### config.mk
export PLATFORM = sky130hd
export DESIGN_NAME = uart_fifo_ctrl
export DESIGN_NICKNAME = d
export VERILOG_FILES = /design/src/rtl/uart_fifo_pkg.sv /design/src/rtl/uart_byte_fifo.sv /design/src/rtl/uart_irq_prio.sv /design/src/rtl/uart_fifo_ctrl.sv
export SDC_FILE = /design/constraint.sdc
export NUM_CORES = 1
export LEC_CHECK = 0
export BUFFER_PORTS_ARGS = -buffer_cell sky130_fd_sc_hd__clkbuf_2
export CORE_AREA = 4 4 206 208
export DETAILED_ROUTE_END_ITERATION = 7
export DIE_AREA = 0 0 210 212
export GPL_TIMING_DRIVEN = 0
export MAX_ROUTING_LAYER = met4
export SLEW_MARGIN = 20
export SYNTH_ARGS = -nofsm -noshare
export SYNTH_HDL_FRONTEND = slang
export SYNTH_SLANG_ARGS = --single-unit
### constraint.sdc
create_clock -name clk -period 5.4 [get_ports clk]
set_input_delay 0.27 -clock clk [delete_from_list [all_inputs] [get_ports clk]]
set_output_delay 0.27 -clock clk [all_outputs]
set_load 0.05 [all_outputs]
### src/rtl/uart_fifo_pkg.sv
package uart_fifo_pkg;

    localparam int BYTE_W = 8;

    typedef struct packed {
        logic              brk;
        logic              frm;
        logic              par;
        logic [BYTE_W-1:0] data;
    } rx_word_t;

    typedef struct packed {
        logic [1:0] trig;
        logic       tx_clr;
        logic       rx_clr;
        logic       en;
    } fcr_word_t;

    typedef enum logic [3:0] {
        IID_NONE    = 4'b0001,
        IID_LINE    = 4'b0110,
        IID_RXDATA  = 4'b0100,
        IID_TXEMPTY = 4'b0010,
        IID_MODEM   = 4'b0000
    } iid_t;

    function automatic fcr_word_t decode_fcr(input logic [7:0] w);
        fcr_word_t f;
        f.en     = w[0];
        f.rx_clr = w[1];
        f.tx_clr = w[2];
        f.trig   = w[7:6];
        return f;
    endfunction

    function automatic int unsigned trig_bytes(input logic [1:0] sel);
        case (sel)
            2'b00:   return 1;
            2'b01:   return 4;
            2'b10:   return 8;
            default: return 14;
        endcase
    endfunction

    function automatic logic word_flagged(input rx_word_t w);
        return w.par | w.frm | w.brk;
    endfunction

endpackage

### src/rtl/uart_byte_fifo.sv
module uart_byte_fifo #(
    parameter int WIDTH = 8,
    parameter int DEPTH = 16
) (
    input  logic                       clk,
    input  logic                       rst,
    input  logic                       flush,
    input  logic                       limit_one,
    input  logic                       push,
    input  logic [WIDTH-1:0]           din,
    input  logic                       pop,
    output logic [WIDTH-1:0]           dout,
    output logic [$clog2(DEPTH+1)-1:0] count,
    output logic                       full,
    output logic                       empty
);
    localparam int CNT_W = $clog2(DEPTH+1);
    localparam int PTR_W = (DEPTH > 1) ? $clog2(DEPTH) : 1;

    logic [WIDTH-1:0] mem [DEPTH];
    logic [PTR_W-1:0] wptr, rptr;
    logic [CNT_W-1:0] cap;
    logic             do_push, do_pop;

    function automatic logic [PTR_W-1:0] bump(input logic [PTR_W-1:0] p);
        return (p == PTR_W'(DEPTH-1)) ? '0 : p + PTR_W'(1);
    endfunction

    assign cap     = limit_one ? CNT_W'(1) : CNT_W'(DEPTH);
    assign full    = (count >= cap);
    assign empty   = (count == '0);
    assign do_push = push && !full;
    assign do_pop  = pop && !empty;
    assign dout    = mem[rptr];

    always_ff @(posedge clk) begin
        if (do_push && !rst && !flush)
            mem[wptr] <= din;
    end

    always_ff @(posedge clk) begin
        if (rst || flush) begin
            wptr  <= '0;
            rptr  <= '0;
            count <= '0;
        end else begin
            if (do_push) wptr <= bump(wptr);
            if (do_pop)  rptr <= bump(rptr);
            count <= count + CNT_W'(do_push) - CNT_W'(do_pop);
        end
    end

    AST_NO_OVERFLOW: assert property (@(posedge clk) disable iff (rst)
        count <= CNT_W'(DEPTH)) else $error("count above depth");

    AST_FLUSH_EMPTIES: assert property (@(posedge clk) disable iff (rst)
        flush |=> (count == '0)) else $error("flush left data");

    AST_FULL_DROP: assert property (@(posedge clk) disable iff (rst)
        (push && full && !pop && !flush) |=> $stable(count)) else $error("push into full storage");

endmodule

### src/rtl/uart_irq_prio.sv
module uart_irq_prio
    import uart_fifo_pkg::*;
(
    input  logic line_pend,
    input  logic rx_pend,
    input  logic tx_pend,
    input  logic modem_pend,
    output iid_t iid
);
    always_comb begin
        if (line_pend)       iid = IID_LINE;
        else if (rx_pend)    iid = IID_RXDATA;
        else if (tx_pend)    iid = IID_TXEMPTY;
        else if (modem_pend) iid = IID_MODEM;
        else                 iid = IID_NONE;
    end
endmodule

### src/rtl/uart_fifo_ctrl.sv
module uart_fifo_ctrl
    import uart_fifo_pkg::*;
#(
    parameter int DEPTH = 16
) (
    input  logic              clk,
    input  logic              rst,
    input  logic              ctrl_wr,
    input  logic [7:0]        ctrl_wdata,
    input  logic              tx_wr,
    input  logic [BYTE_W-1:0] tx_wdata,
    input  logic              rx_rd,
    input  logic              lsr_rd,
    input  logic              tx_take,
    input  logic              tsr_busy,
    input  logic              rx_in_valid,
    input  logic [BYTE_W-1:0] rx_in_data,
    input  logic              rx_in_par,
    input  logic              rx_in_frm,
    input  logic              rx_in_brk,
    input  logic              modem_int,
    output logic              tx_valid,
    output logic [BYTE_W-1:0] tx_byte,
    output logic              rx_ready,
    output logic [BYTE_W-1:0] rx_byte,
    output logic              fifo_mode,
    output logic [1:0]        rx_trig,
    output logic              lsr_temt,
    output logic              lsr_fifo_err,
    output logic              overrun,
    output logic [3:0]        iid,
    output logic              irq
);
    localparam int CNT_W = $clog2(DEPTH+1);
    localparam int RXW   = $bits(rx_word_t);

    fcr_word_t        fw;
    logic             mode_chg, flush_rx, flush_tx;
    logic [CNT_W-1:0] tx_count, rx_count;
    logic             tx_full, tx_empty, rx_full, rx_empty;
    rx_word_t         rx_in_word, rx_head;
    logic             rx_push_ok, rx_pop_ok, in_flagged;
    logic [CNT_W-1:0] err_cnt, err_cnt_nxt;
    logic             err_sticky;
    logic             rx_pend;
    iid_t             iid_code;

    // control word decode
    assign fw       = decode_fcr(ctrl_wdata);
    assign mode_chg = ctrl_wr && (fw.en != fifo_mode);
    assign flush_rx = ctrl_wr && (!fw.en || mode_chg || fw.rx_clr);
    assign flush_tx = ctrl_wr && (!fw.en || mode_chg || fw.tx_clr);

    always_ff @(posedge clk) begin
        if (rst) begin
            fifo_mode <= 1'b0;
            rx_trig   <= 2'b00;
        end else if (ctrl_wr) begin
            fifo_mode <= fw.en;
            if (fw.en) rx_trig <= fw.trig;
        end
    end

    // transmit direction
    uart_byte_fifo #(.WIDTH(BYTE_W), .DEPTH(DEPTH)) u_txq (
        .clk(clk), .rst(rst), .flush(flush_tx), .limit_one(!fifo_mode),
        .push(tx_wr), .din(tx_wdata), .pop(tx_take),
        .dout(tx_byte), .count(tx_count), .full(tx_full), .empty(tx_empty)
    );

    // receive direction
    assign rx_in_word = '{brk: rx_in_brk, frm: rx_in_frm, par: rx_in_par, data: rx_in_data};

    uart_byte_fifo #(.WIDTH(RXW), .DEPTH(DEPTH)) u_rxq (
        .clk(clk), .rst(rst), .flush(flush_rx), .limit_one(!fifo_mode),
        .push(rx_in_valid), .din(rx_in_word), .pop(rx_rd),
        .dout(rx_head), .count(rx_count), .full(rx_full), .empty(rx_empty)
    );

    assign in_flagged = word_flagged(rx_in_word);
    assign rx_push_ok = rx_in_valid && !rx_full && !flush_rx;
    assign rx_pop_ok  = rx_rd && !rx_empty && !flush_rx;

    always_comb begin
        if (flush_rx)
            err_cnt_nxt = '0;
        else
            err_cnt_nxt = err_cnt + CNT_W'(rx_push_ok && in_flagged)
                                  - CNT_W'(rx_pop_ok && word_flagged(rx_head));
    end

    always_ff @(posedge clk) begin
        if (rst) begin
            err_cnt    <= '0;
            err_sticky <= 1'b0;
            overrun    <= 1'b0;
        end else begin
            err_cnt <= err_cnt_nxt;
            if (rx_push_ok && in_flagged)
                err_sticky <= 1'b1;
            else if (lsr_rd)
                err_sticky <= (err_cnt_nxt != '0);
            if (rx_in_valid && rx_full && !flush_rx)
                overrun <= 1'b1;
            else if (lsr_rd)
                overrun <= 1'b0;
        end
    end

    // status and interrupt
    assign rx_pend = fifo_mode ? (rx_count >= CNT_W'(trig_bytes(rx_trig))) : !rx_empty;

    uart_irq_prio u_prio (
        .line_pend(overrun || err_sticky), .rx_pend(rx_pend),
        .tx_pend(tx_empty), .modem_pend(modem_int), .iid(iid_code)
    );

    assign iid          = iid_code;
    assign irq          = (iid_code != IID_NONE);
    assign tx_valid     = !tx_empty;
    assign rx_ready     = !rx_empty;
    assign rx_byte      = rx_head.data;
    assign lsr_temt     = tx_empty && !tsr_busy;
    assign lsr_fifo_err = fifo_mode && err_sticky;

    AST_MODE_EXIT_CLEARS: assert property (@(posedge clk) disable iff (rst)
        $fell(fifo_mode) |-> (rx_count == '0 && tx_count == '0)) else $error("data kept across mode change");

    AST_ERR_BOUND: assert property (@(posedge clk) disable iff (rst)
        err_cnt <= rx_count) else $error("flagged count exceeds stored count");

    AST_OVERRUN_SET: assert property (@(posedge clk) disable iff (rst)
        (rx_in_valid && rx_full && !ctrl_wr) |=> overrun) else $error("overrun not flagged");

    AST_LINE_WINS: assert property (@(posedge clk) disable iff (rst)
        overrun |-> (iid == 4'b0110)) else $error("line status not top priority");

endmodule

# After elaboration in Yosys (flattened, before gate mapping)
# Memory sizes are Yosys's and may differ from the RTL's. A register that Yosys moved wholly into a read port is not among the register bits.
# Cells that the tools add are included.
dict set report classes {
  add_sub_neg 10
  n_lt_le_gt_ge 3
  eq_ne 8
  n_mux 24
  bitwise 4
  n_reduce_logical 41
}
# operator n
set ops {}
lappend ops {{$mux 4} 11}
lappend ops {{$logic_and 1x1->1} 19}
lappend ops {{$add 4x1->4 const B} 4}
lappend ops {{$eq 4x4->1 const B} 4}
lappend ops {{$add 5x1->5} 3}
lappend ops {{$ge 5x5->1} 3}
lappend ops {{$sub 5x1->5} 3}
lappend ops {{$pmux 4 s3} 1}
lappend ops {{$logic_not 5->1} 2}
lappend ops {{$mux 1} 10}
lappend ops {{$mux 5} 2}
lappend ops {{$logic_not 1->1} 9}
lappend ops {{$logic_or 1x1->1} 6}
lappend ops {{$reduce_bool 5->1} 1}
lappend ops {{$ne 4x1->1 const B} 1}
lappend ops {{$or 1x1->1} 4}
lappend ops {{$reduce_bool 2->1} 2}
lappend ops {{$eq 2x1->1 const B} 1}
lappend ops {{$eq 2x2->1 const B} 1}
lappend ops {{$logic_not 2->1} 1}
lappend ops {{$reduce_and 2->1} 1}
lappend ops {{$ne 1x1->1} 1}
dict set report totals {
  ff_bits 36
  ramBits 304
  input_bits 37
  out_inout_bits 29
  word_cells 103
  n_memories 2
}
# memory depth width read_ports rd_ports_with_merged_regs write_ports line
set mem_list {}
lappend mem_list {u_rxq.mem 16 11 1 1 1 uart_byte_fifo.sv:20} ;# logic [WIDTH-1:0] mem [DEPTH];
lappend mem_list {u_txq.mem 16 8 1 1 1 uart_byte_fifo.sv:20}

# Longest topological paths before layout
# Gate-level depths: netlist (run 1).
dict set report logic_depth {
  depth_word 14
  mapped_depth 17
  mapped_depth_nobuf 16
}

# Hierarchy
# From an unflattened synthesis (run 1), not the netlist that was laid out.
dict set report hier_totals {
  cells_unflattened 819
  area_unflattened_um2 14332.5
}
# mod n_inst cells_per_inst area_each_um2 seq_area_each_um2
set by_module_without_submodules {}
lappend by_module_without_submodules {{uart_byte_fifo at u_rxq} 1 404 7646.1 5625.4}
lappend by_module_without_submodules {{uart_byte_fifo at u_txq} 1 323 5925.7 4184.0}
lappend by_module_without_submodules {uart_fifo_ctrl 1 86 718.2 200.2}
lappend by_module_without_submodules {uart_irq_prio 1 6 42.5 0.0}

# Worst setup path before layout (run 1)
# OpenSTA, ideal clock, no wires.
dict set report synth_timing {
  path_kind {flip-flop to flip-flop}
  startpoint {register fifo_mode}
  endpoint {register err_sticky}
  setup_time_ns 0.135
  arrival_time_ns 3.631
  path_slack_ns 1.635
  stages_incl_launch_ff 16
  n_path_buf 0
  path_cell_list {dfxtp_1 > inv_1 > ha_1 > nand3b_1 > a41oi_2 > or4_1 > ha_1 > inv_1 > ha_1 > inv_1 > fa_1 > nor2b_1 > o21ai_0 > and3_1 > o311ai_0 > o21ai_0}
}
dict set report synth_via {
  elab_chain_len 14
}
# item line
set synth_lines {}
lappend synth_lines {{from (decl)} uart_fifo_ctrl.sv:26} ;# output logic fifo_mode,
lappend synth_lines {{from (signal assigned)} uart_fifo_ctrl.sv:59} ;# fifo_mode <= fw.en;
lappend synth_lines {{parallel branches: the longest is 14 deep, another holds $ge 5x5->1} -}
lappend synth_lines {{to (signal assigned)} uart_fifo_ctrl.sv:102} ;# err_sticky <= (err_cnt_nxt != '0);
lappend synth_lines {{to (decl)} uart_fifo_ctrl.sv:44} ;# logic err_sticky;
# Several ways; the timed one is not identified. The select of a mux whose other input is x is not followed.
# A chain may end at the register's enable or synchronous reset.

==> results of run 1 <==
==> per-stage QoR <==
stage / instances / cell area (µm²) / util [%] / power, mW / worst slack [ps]
2_1_floorplan: 767 / 14100 / - / 4.25 / 1630
3_5_place_dp: 1362 / 15200 / 37.4 / 4.61 / 1390
4_1_cts: 1429 / 16300 / 40.3 / 7.03 / 1370
6_report: 1430 / 16400 / 40.3 / 6.95 / 1480
5_1_grt: 1430 / 16400 / 40.3 / 7.30 / 987
3_3_place_gp: 1358 / 15100 / 37.1 / 4.59 / 1310
==> worst min-delay path by stage <==
stage | start | end | slack [ps] | cells after the start
6_report | ctrl_wdata[6] | rx_trig[0]$_SDFFE_PP0P_ | 20 | 3
5_1_grt | ctrl_wdata[6] | rx_trig[0]$_SDFFE_PP0P_ | 40 | 3
4_1_cts | ctrl_wdata[6] | rx_trig[0]$_SDFFE_PP0P_ | 3 | 3
3_5_place_dp | overrun$_SDFFE_PP0P_ | overrun$_SDFFE_PP0P_ | 510 | 2
3_3_place_gp | overrun$_SDFFE_PP0P_ | overrun$_SDFFE_PP0P_ | 500 | 2
2_1_floorplan | rx_in_data[0] | u_rxq.mem[0][0]$_DFFE_PP_ | 370 | 0
==> state kept, by name, indices dropped and copies added (netlist names), named ones only <==
register and flops:
err_cnt 5, err_sticky 1, fifo_mode 1, overrun 1
rx_trig 2, u_rxq.count 5, u_rxq.mem 176, u_rxq.rptr 4
u_rxq.wptr 4, u_txq.count 5, u_txq.mem 128, u_txq.rptr 4
u_txq.wptr 4
==> worst max-delay path, cell delays in order (launching register included) <==
cell and delay, ps:
dfxtp_1 300, buf_2 250, clkbuf_1 600, inv_1 140, a2111oi_0 550, nor4_1 130
ha_1 310, inv_1 60, ha_1 150, inv_1 50, fa_1 390, nor2b_1 120
o21ai_0 100, and3_1 200, o311ai_0 280, o21ai_0 140
==> where the power goes <==
group | switching [mW] | internal [mW] | total, mW
clock network | 0.977 | 1.44 | 2.42
registers | 0.0559 | 3.00 | 3.05
logic | 0.893 | 0.581 | 1.47
total | 1.93 | 5.02 | 6.95
==> kinds of logic (layout without fill, tap and decap cells) <==
| group | count (synthesis) | in the layout | synth area share [%] |
|---|---|---|---|
| DFF | 348 | 348 | 71.0 |
| and+or+nand+nor | 143 | 143 | 5.09 |
| muxes | 88 | 88 | 14.0 |
| buffers and inverters | 70 | 200 | 2.29 |
| AOI/OAI and AO/OA | 60 | 60 | 2.83 |
| adders and majority gates | 42 | 42 | 3.89 |
| xor gates and xnor gates | 15 | 15 | 0.931 |
| other | 1 | 2 | 0.0266 |
==> synthesized netlist by cell type (all sizes together), types with 2 or more instances <==
master / instances
a2111oi: 3
a211oi: 3
a21o: 5
a21oi: 19
a31o: 2
a31oi: 5
and2: 6
and3b: 2
buf: 15
clkbuf: 16
dfxtp: 44
edfxtp: 304
fa: 3
ha: 39
inv: 39
mux2i: 8
mux4: 80
nand2: 16
nand2b: 8
nand3: 10
nand3b: 2
nand4: 2
nor2: 58
nor2b: 3
nor3: 15
nor4: 10
nor4b: 2
o211ai: 2
o21a: 3
o21ai: 8
o21bai: 2
o311ai: 2
o41ai: 3
or3: 3
xnor2: 12
xor2: 3
==> repair_timing <==
| item | CTS | global route |
|---|---|---|
| buffers inserted | 0 | 0 |
| endpoints found under the hold margin | 1 | 0 |
| hold buffers | 1 | 0 |
| resized for setup | 0 | 0 |
==> metal layers <==
| metal | vias to the layer above | track usage, % |
|---|---|---|
| li1 | 3264 | - |
| met1 | 3626 | 17.3 |
| met2 | 160 | 21.9 |
| met3 | 53 | 2.10 |
| met4 | 0 | 3.62 |
| met5 | - | - |
==> final cells by class <==
cell class,instances,area (µm²)
diodes,1,2.50
plain buffers,31,176
clock buffers,51,1000
clock inverters,15,161
fillers,3655,24200
inverters,39,146
multi-input cells,349,3840
flip-flops and latches,348,10000
well taps,532,666
repair buffers,64,347
==> flow_summary.ini, run 1 <==
[outcome]
status = finished, final reports clean

[timing]
period_minus_slack_ps = 3920
slew_headroom_pct = 40.0
finalMaxSlewViolations = 0
final_hold_viol_count = 0
worst_pin_slew_ps = 897
tns_ps = 0
setup_viol = 0
fin_crit_sh_pct = 72.7
clock_skew_ps = 21.3
holdWs_ps = 24.2
rsz0062_at_grt = false
max_freq_mhz = 255

[clock_tree]
cts_max_level = 2
cts_sinks = 348
clk_pin_slew_worst_paths_ps = 60
clockBufferDepth = 3
clk_latency_ps = 520
cts_tree = built
cts_root_buf = clkbuf_16
cts_made_buffers = 37

[cells_and_area]
drive_gt1_share_pct = 23.0
layout_common_cells = 304 x edfxtp_1, 59 x clkbuf_2, 56 x mux4_2
area_growth_pct = 15.9
layout_commonest_cell = edfxtp_1
layout.nets = 949

[drt]
vias_per_cell = 4.97
dr_wl_met2_um = 14300
ant_nets = 0
wl_met1_um = 12600
highest_layer = met4
vias = 7103
drt_first_pass_iters = 5
drt_wl_total_um = 28700
drc_errors = 0
drt-wirelength-per-cell_um = 20.1
drt-initial-drc-count = 532
wl_met3_um = 1160

[synth]
yosysTopAreaCell = edfxtp_1
async_flop_share_pct = 0
netlist.area_leader.share_pct = 64.7
synth_nets = 846
yosys-top-cells-area = edfxtp_1 65%, mux4_2 8.9%, dfxtp_1 6.2%, mux4_1 4.5%, ha_1 3.5%
ys_types = 55
syn_area_mm2 = 0.0141
synth_edf_count = 304
synth_warnings = 0
ys_seq_area_share_pct = 71.0
yosys_register_bits = 348
syn_inst = 767
syn-mean-instance-area_um2 = 18.4
ys.flop_type = edfxtp_1

[pwr]
power_density_mw_per_mm2 = 425
max-vdd-ir-drop_mv = 0.260
p_leak_nw = 5.32

[floorplanning]
fp.dieW_um = 210
coreArea_mm2 = 0.0406
die_h_um = 212
start_util_pct = 34.8
die-area_mm2 = 0.0445
pin_count = 66
rows = 74

[grt]
grt_max_degree = 18
grt-ovfl-total = 0
grt_first_pass_wirelength_um = 43700
grt_pass1_vias = 7225
grt_usage_pct = 13.3
antenna_found_initial = 1

[place]
place.gp.congestion = 0.745
hpwl_um = 18900
io_buffers = 59

[critical_path]
rr_endpoint = err_sticky$_SDFFE_PP0P_
r2r_slack_ps = 1480
cp-start-kind = flop
end_kind = flop
crit_end = err_sticky$_SDFFE_PP0P_
crit_type = reg -> reg
crit_fanout = 10
worst_ep_arrival_time_ps = 4320
crit_required_ps = 5800
rr_worst_depth = 15

[job]
maxCapViolations = 0

[worst_hold_path]
hold_path_class = in -> reg
Note: power is estimated with default switching activity, not from simulation.
==> inputs of run 2 (changes only) <==
--- a/config.mk
+++ b/config.mk
@@ -5,10 +5,11 @@
 export SDC_FILE = /design/constraint.sdc
 export NUM_CORES = 1
 export LEC_CHECK = 0
+export ABC_AREA = 1
 export BUFFER_PORTS_ARGS = -buffer_cell sky130_fd_sc_hd__clkbuf_2
-export CORE_AREA = 4 4 206 208
+export CORE_AREA = 4 4 209 211
 export DETAILED_ROUTE_END_ITERATION = 7
-export DIE_AREA = 0 0 210 212
+export DIE_AREA = 0 0 213 215
 export GPL_TIMING_DRIVEN = 0
 export MAX_ROUTING_LAYER = met4
 export SLEW_MARGIN = 20
==> constraint.sdc (replaced) <==
create_clock -name clk -period 3.8 [get_ports clk]
set_input_delay 0.19 -clock clk [delete_from_list [all_inputs] [get_ports clk]]
set_output_delay 0.19 -clock clk [all_outputs]
set_load 0.05 [all_outputs]
==> run 2 against run 1 <==
Largest power group unchanged; sequential power up 44%; sequential share of layout area fell by 1.5 points; die area grew 2.9%.
==> flow_summary.ini, run 2 <==
[drt]
drt_first_pass_iters = 5
vias = 9683
drc_errors = 0
ant_nets = 0
drt_wl_total_um = 35800
drt-initial-drc-count = 907
drt-wirelength-per-cell_um = 18.9
vias_per_cell = 5.12

[floorplanning]
die-area_mm2 = 0.0458
coreArea_mm2 = 0.0418
rows = 75
fp.dieW_um = 213
die_h_um = 215
start_util_pct = 34.7
pin_count = 66

[critical_path]
crit_fanout = 10
cp.buffers_inverters = 4
crit_type = reg -> reg
cp_top_family = buffers and inverters
end_kind = flop
cp-start-kind = flop
crit_required_ps = 4220
crit_path_cell_trace = clkbuf_1 -> clkinv_1 -> a21oi_1 -> nor2_1 -> ha_1 -> inv_1 -> ha_1 -> inv_1 -> fa_1 -> xor2_1 -> nand3_1 -> nand2_1 -> nand3_1 -> nand2_1 -> a21oi_1
max_stage_delay_ps = 560
cp_slowest_cell = clkinv_1
worst_ep_arrival_time_ps = 3890

[timing]
setup_viol = 0
clock_skew_ps = 12.6
setup_ws_ps = 330
period_minus_slack_ps = 3470
finalMaxSlewViolations = 0
worst_pin_slew_ps = 1130
rsz0062_at_grt = false
fin_crit_sh_pct = 91.3
slew_headroom_pct = 24.3
max_freq_mhz = 288
final_hold_viol_count = 0
tns_ps = 0

[place]
io_buffers = 61
pre_cts_ws_ps = 296
hpwl_um = 23100
place.gp.congestion = 0.865
placedCellCount = 1818

[clock_tree]
cts_made_buffers = 37
ctsResizeCount = 0
clk_latency_ps = 550
cts_sinks = 348
cts_max_level = 2
clockBufferDepth = 3
cts_root_buf = clkbuf_16
clk_pin_slew_worst_paths_ps = 60
cts_tree = built

[grt]
antenna_found_initial = 0
grt_pass1_vias = 9515
grt_first_pass_wirelength_um = 54800
grt-ovfl-total = 0
grt_usage_pct = 15.9
grt_max_degree = 18

[pwr]
max-vdd-ir-drop_mv = 0.693
p_leak_nw = 5.81
finalPower_mw = 10.5
power_density_mw_per_mm2 = 625

[worst_hold_path]
hold_path_class = in -> reg

[synth]
yosys_register_bits = 348
synthTopCellsByCount = 304 x edfxtp_1, 263 x nor2_1, 139 x o21ai_0, 94 x nand2_1, 64 x inv_1
synth_edf_count = 304
netlist.area_leader.share_pct = 63.1
yosysTopAreaCell = edfxtp_1
syn_area_mm2 = 0.0145
yosys-top-cells-area = edfxtp_1 63%, nor2_1 6.8%, dfxtp_1 6.1%, o21ai_0 4.8%, ha_1 3.4%
yosysMostFrequentCell = edfxtp_1
syn_inst = 1218
ys_seq_area_share_pct = 69.2
ys.flop_type = edfxtp_1
syn-mean-instance-area_um2 = 11.9
synth_nets = 1297
synth_warnings = 0
async_flop_share_pct = 0
ys_types = 41

[cells_and_area]
layout.nets = 1403
drive_gt1_share_pct = 12.4
antennaDiodeCount = 0
top_register = u_rxq.mem
area_growth_pct = 15.8
layout_common_cells = 304 x edfxtp_1, 249 x nor2_1, 139 x o21ai_0
layout_commonest_cell = edfxtp_1
largest_register_ffs = 176
fin_util_pct = 40.1
reg_top3 = u_rxq.mem: 176 flops, u_txq.mem: 128 flops
stdcell_count = 1890

[job]
maxCapViolations = 0

[outcome]
status = finished, final reports clean
[run 2: changes by cell type in the layout (fill, tap and decap cells not counted), moves of 10 or more]
cell	delta
buf_2	+12
mux4_2	-56
mux4_1	-24
inv_1	+27
nand2_1	+78
nor2_1	+203
o221ai_1	+20
nand3_1	+49
clkbuf_1	+10
o21ai_0	+132
o211ai_1	+42
[run 2: through the flow]
step	hold slack [ps]	instance area (µm²)
final	25.3	16800
after global routing	50.0	16800
after CTS	3.76	16800
after detailed placement	465	15500
after global placement	468	15500
after floorplan	289	14500
[run 2: area by class of cell]
type,count,area (µm²)
well taps,539,674
clock inverters,16,158
inverters,74,280
flip-flops and latches,348,10000
fillers,3956,25000
clock buffers,50,1060
multi-input cells,742,3980
plain buffers,54,235
repair buffers,67,365
[run 2: power by group]
part / total (mW) / internal [mW] / switching (mW)
combinational: 2.50 / 0.725 / 1.77
sequential: 4.38 / 4.29 / 0.0931
clock: 3.61 / 2.15 / 1.45
[run 2: path summary, 6_finish.rpt]
kind	slack, ps	depth (start not counted)	endpoint	start
setup / recovery	330	15	err_sticky$_SDFFE_PP0P_	flop
hold / removal	30	4	u_txq.count[3]$_SDFF_PP0_	rst
setup reg to reg	330	15	err_sticky$_SDFFE_PP0P_	flop
hold reg to reg	510	2	u_txq.rptr[2]$_SDFFE_PP0P_	u_txq.rptr[2]$_SDFFE_PP0P_
[run 2: cell families (layout without fill, tap and decap cells)]
| logic type | Yosys count | count (layout) | share of synthesized area, % |
|---|---|---|---|
| AO/OA/AOI/OAI | 249 | 249 | 10.1 |
| adder cells (fa/ha/maj) | 42 | 42 | 3.79 |
| XOR/XNOR | 10 | 10 | 0.605 |
| AND/OR/NAND/NOR | 440 | 440 | 12.8 |
| other | 1 | 1 | 0.0259 |
| buffers and inverters | 128 | 261 | 3.56 |
| flip-flops | 348 | 348 | 69.2 |
[run 2: worst min-delay path, stage by stage]
cell and delay (ps):
clkbuf_2 110, nor2_2 90, o21ai_0 80, a21oi_1 40
[run 2: what timing repair did]
action	CTS	global route
endpoints found under the hold margin	5	0
endpoints found under the setup margin	0	0
setup buffers	0	0
hold buffers	6	0
[run 2: metal layers]
| layer | GRT usage, % | routed length, µm | vias up |
|---|---|---|---|
| met5 | - | 0 | - |
| met4 | 4.19 | 745 | 0 |
| met3 | 2.93 | 2400 | 54 |
| met2 | 25.1 | 17100 | 354 |
| met1 | 21.4 | 15500 | 4718 |
| li1 | - | - | 4557 |
==> inputs of run 3 (changes only) <==
--- a/config.mk
+++ b/config.mk
@@ -7,11 +7,13 @@
 export LEC_CHECK = 0
 export ABC_AREA = 1
 export BUFFER_PORTS_ARGS = -buffer_cell sky130_fd_sc_hd__clkbuf_2
-export CORE_AREA = 4 4 209 211
+export CORE_AREA = 4 4 176 178
 export DETAILED_ROUTE_END_ITERATION = 7
-export DIE_AREA = 0 0 213 215
+export DIE_AREA = 0 0 180 182
 export GPL_TIMING_DRIVEN = 0
 export MAX_ROUTING_LAYER = met4
+export PLACE_DENSITY = 0.66
+export SETUP_SLACK_MARGIN = 0.4
 export SLEW_MARGIN = 20
 export SYNTH_ARGS = -nofsm -noshare
 export SYNTH_HDL_FRONTEND = slang
==> run 3 against run 2 <==
Core utilization increased by 16 points; global-route usage is 5.1 points higher; register-to-register slack better by 340 ps; highest routed layer unchanged; clock skew increased by 10 ps; largest cell class unchanged; sequential share of layout area up 1.2 points; sequential power about the same; worst setup slack better by 340 ps; final cell count down 8.1%; die area down 28%.
==> flow_summary.ini, run 3 (synthesized netlist as in run 2, its figures left out) <==
[critical_path]
rr_worst_depth = 15
crit_required_ps = 4180
cp_top_family = adder cells
worst_ep_arrival_time_ps = 3520
end_kind = flop
max_stage_delay_ps = 600
crit_fanout = 10
cp.depth = 15
cpMostUsedCell = nand3_1
cp-start-kind = flop
cp_slowest_cell = clkbuf_1
cp.buffers_inverters = 3
crit_path_cell_trace = clkbuf_1 -> nand3_1 -> a21oi_2 -> nor2_1 -> ha_1 -> inv_1 -> ha_1 -> inv_1 -> fa_2 -> xor2_2 -> nand3_1 -> nand2_1 -> nand3_1 -> nand2_1 -> a21oi_1
crit_type = reg -> reg

[pwr]
power_density_mw_per_mm2 = 611
p_leak_nw = 5.73
max-vdd-ir-drop_mv = 1.10

[clock_tree]
clk_pin_slew_worst_paths_ps = 60
post_cts_buffers = 0
cts_made_buffers = 36
clk_latency_ps = 510
cts_root_buf = clkbuf_16
clockBufferDepth = 3
cts_sinks = 348
cts_max_level = 2
cts_tree = built

[timing]
max_freq_mhz = 319
clock_skew_ps = 23.1
rsz0062_at_grt = false
final_hold_viol_count = 0
tns_ps = 0
worst_pin_slew_ps = 1180
finalMaxSlewViolations = 0
period_minus_slack_ps = 3130
fin_crit_sh_pct = 82.4
slew_headroom_pct = 21.2
setup_viol = 0
holdWs_ps = 25.4

[floorplanning]
coreArea_mm2 = 0.0294
die_h_um = 182
fp.dieW_um = 180
start_util_pct = 49.2
pin_count = 66
rows = 63
die-area_mm2 = 0.0328

[cells_and_area]
layout.nets = 1401
antennaDiodeCount = 0
reg_top3 = u_rxq.mem: 176 flops, u_txq.mem: 128 flops
layout_commonest_cell = edfxtp_1
drive_gt1_share_pct = 12.8
stdcell_count = 1737
largest_register_ffs = 176
fillers = 2407
area_growth_pct = 13.5
layout_common_cells = 304 x edfxtp_1, 247 x nor2_1, 139 x o21ai_0
top_register = u_rxq.mem
stdcell_area_mm2 = 0.0164

[drt]
drt_first_pass_iters = 5
vias = 9575
ant_nets = 0
drt_wl_total_um = 34000
drt-wirelength-per-cell_um = 19.6
vias_per_cell = 5.51
drt-initial-drc-count = 839
drc_errors = 0

[worst_hold_path]
hold_path_depth = 4
worstHoldStart = rst
hold_path_class = in -> reg

[grt]
grt_usage_pct = 21.0
grt_max_degree = 18
grt-ovfl-total = 0
antenna_found_initial = 0
grt_pass1_vias = 9447
grt_first_pass_wirelength_um = 52300

[job]
maxCapViolations = 0

[place]
placedCellCount = 1669
hpwl_um = 22200
place.gp.congestion = 0.864
io_buffers = 61
dpl-instance-area_mm2 = 0.0153

[outcome]
status = finished, final reports clean
[run 3: report_power, final]
group	internal, mW	total [mW]	switching [mW]
logic	0.731	2.50	1.77
registers	4.29	4.37	0.0868
clock network	1.77	3.16	1.39
total	6.79	10.0	3.24
[run 3: tightest hold or removal path, delay by kind of cell]
family | cells | cell delay [ps]
AOI/OAI and AO/OA | 2 | 110
buffers and inverters | 1 | 100
and+or+nand+nor | 1 | 80
[run 3: final timing paths]
| path | endpoint | slack [ps] |
|---|---|---|
| worst max-delay path | err_sticky$_SDFFE_PP0P_ | 670 |
| worst min-delay path | u_txq.count[3]$_SDFF_PP0_ | 30 |
| worst max register to register | err_sticky$_SDFFE_PP0P_ | 670 |
| worst min register to register | overrun$_SDFFE_PP0P_ | 480 |
[run 3: timing repair]
action / 4_1_cts / 5_1_grt
endpoints found under the setup margin: 1 / 1
hold buffers: 5 / 0
pin swaps: 0 / 1
gates resized for setup: 1 / 14
hold endpoints to repair: 5 / 0
[run 3: stage by stage]
step / setup WS, ps / utilization, % / total power [mW]
after floorplan: 601 / - / 6.25
after global placement: 383 / 51.9 / 6.88
after detailed placement: 318 / 52.0 / 6.93
after CTS: 404 / 55.7 / 10.1
after global routing: 442 / 55.9 / 10.6
final: 668 / 55.9 / 10.0
[run 3: area by class of cell]
cell class,count,area [µm²],share of cell area [%]
Clock buffer,46,948,5.77
Buffer,54,243,1.48
Inverter,74,282,1.71
Sequential cell,348,10000,60.9
Tap cell,390,488,2.97
Timing Repair Buffer,66,355,2.16
Multi-Input combinational cell,742,4000,24.4
Clock inverter,17,100,0.609
[run 3: per-layer routing]
layer / vias up / GRT usage (%) / share of wire (%) / routed length [µm]
li1: 4547 / - / - / -
met1: 4590 / 28.0 / 43 / 14600
met2: 371 / 32.8 / 47 / 16000
met3: 67 / 3.87 / 7.1 / 2400
met4: 0 / 7.31 / 2.9 / 983
met5: - / - / 0 / 0
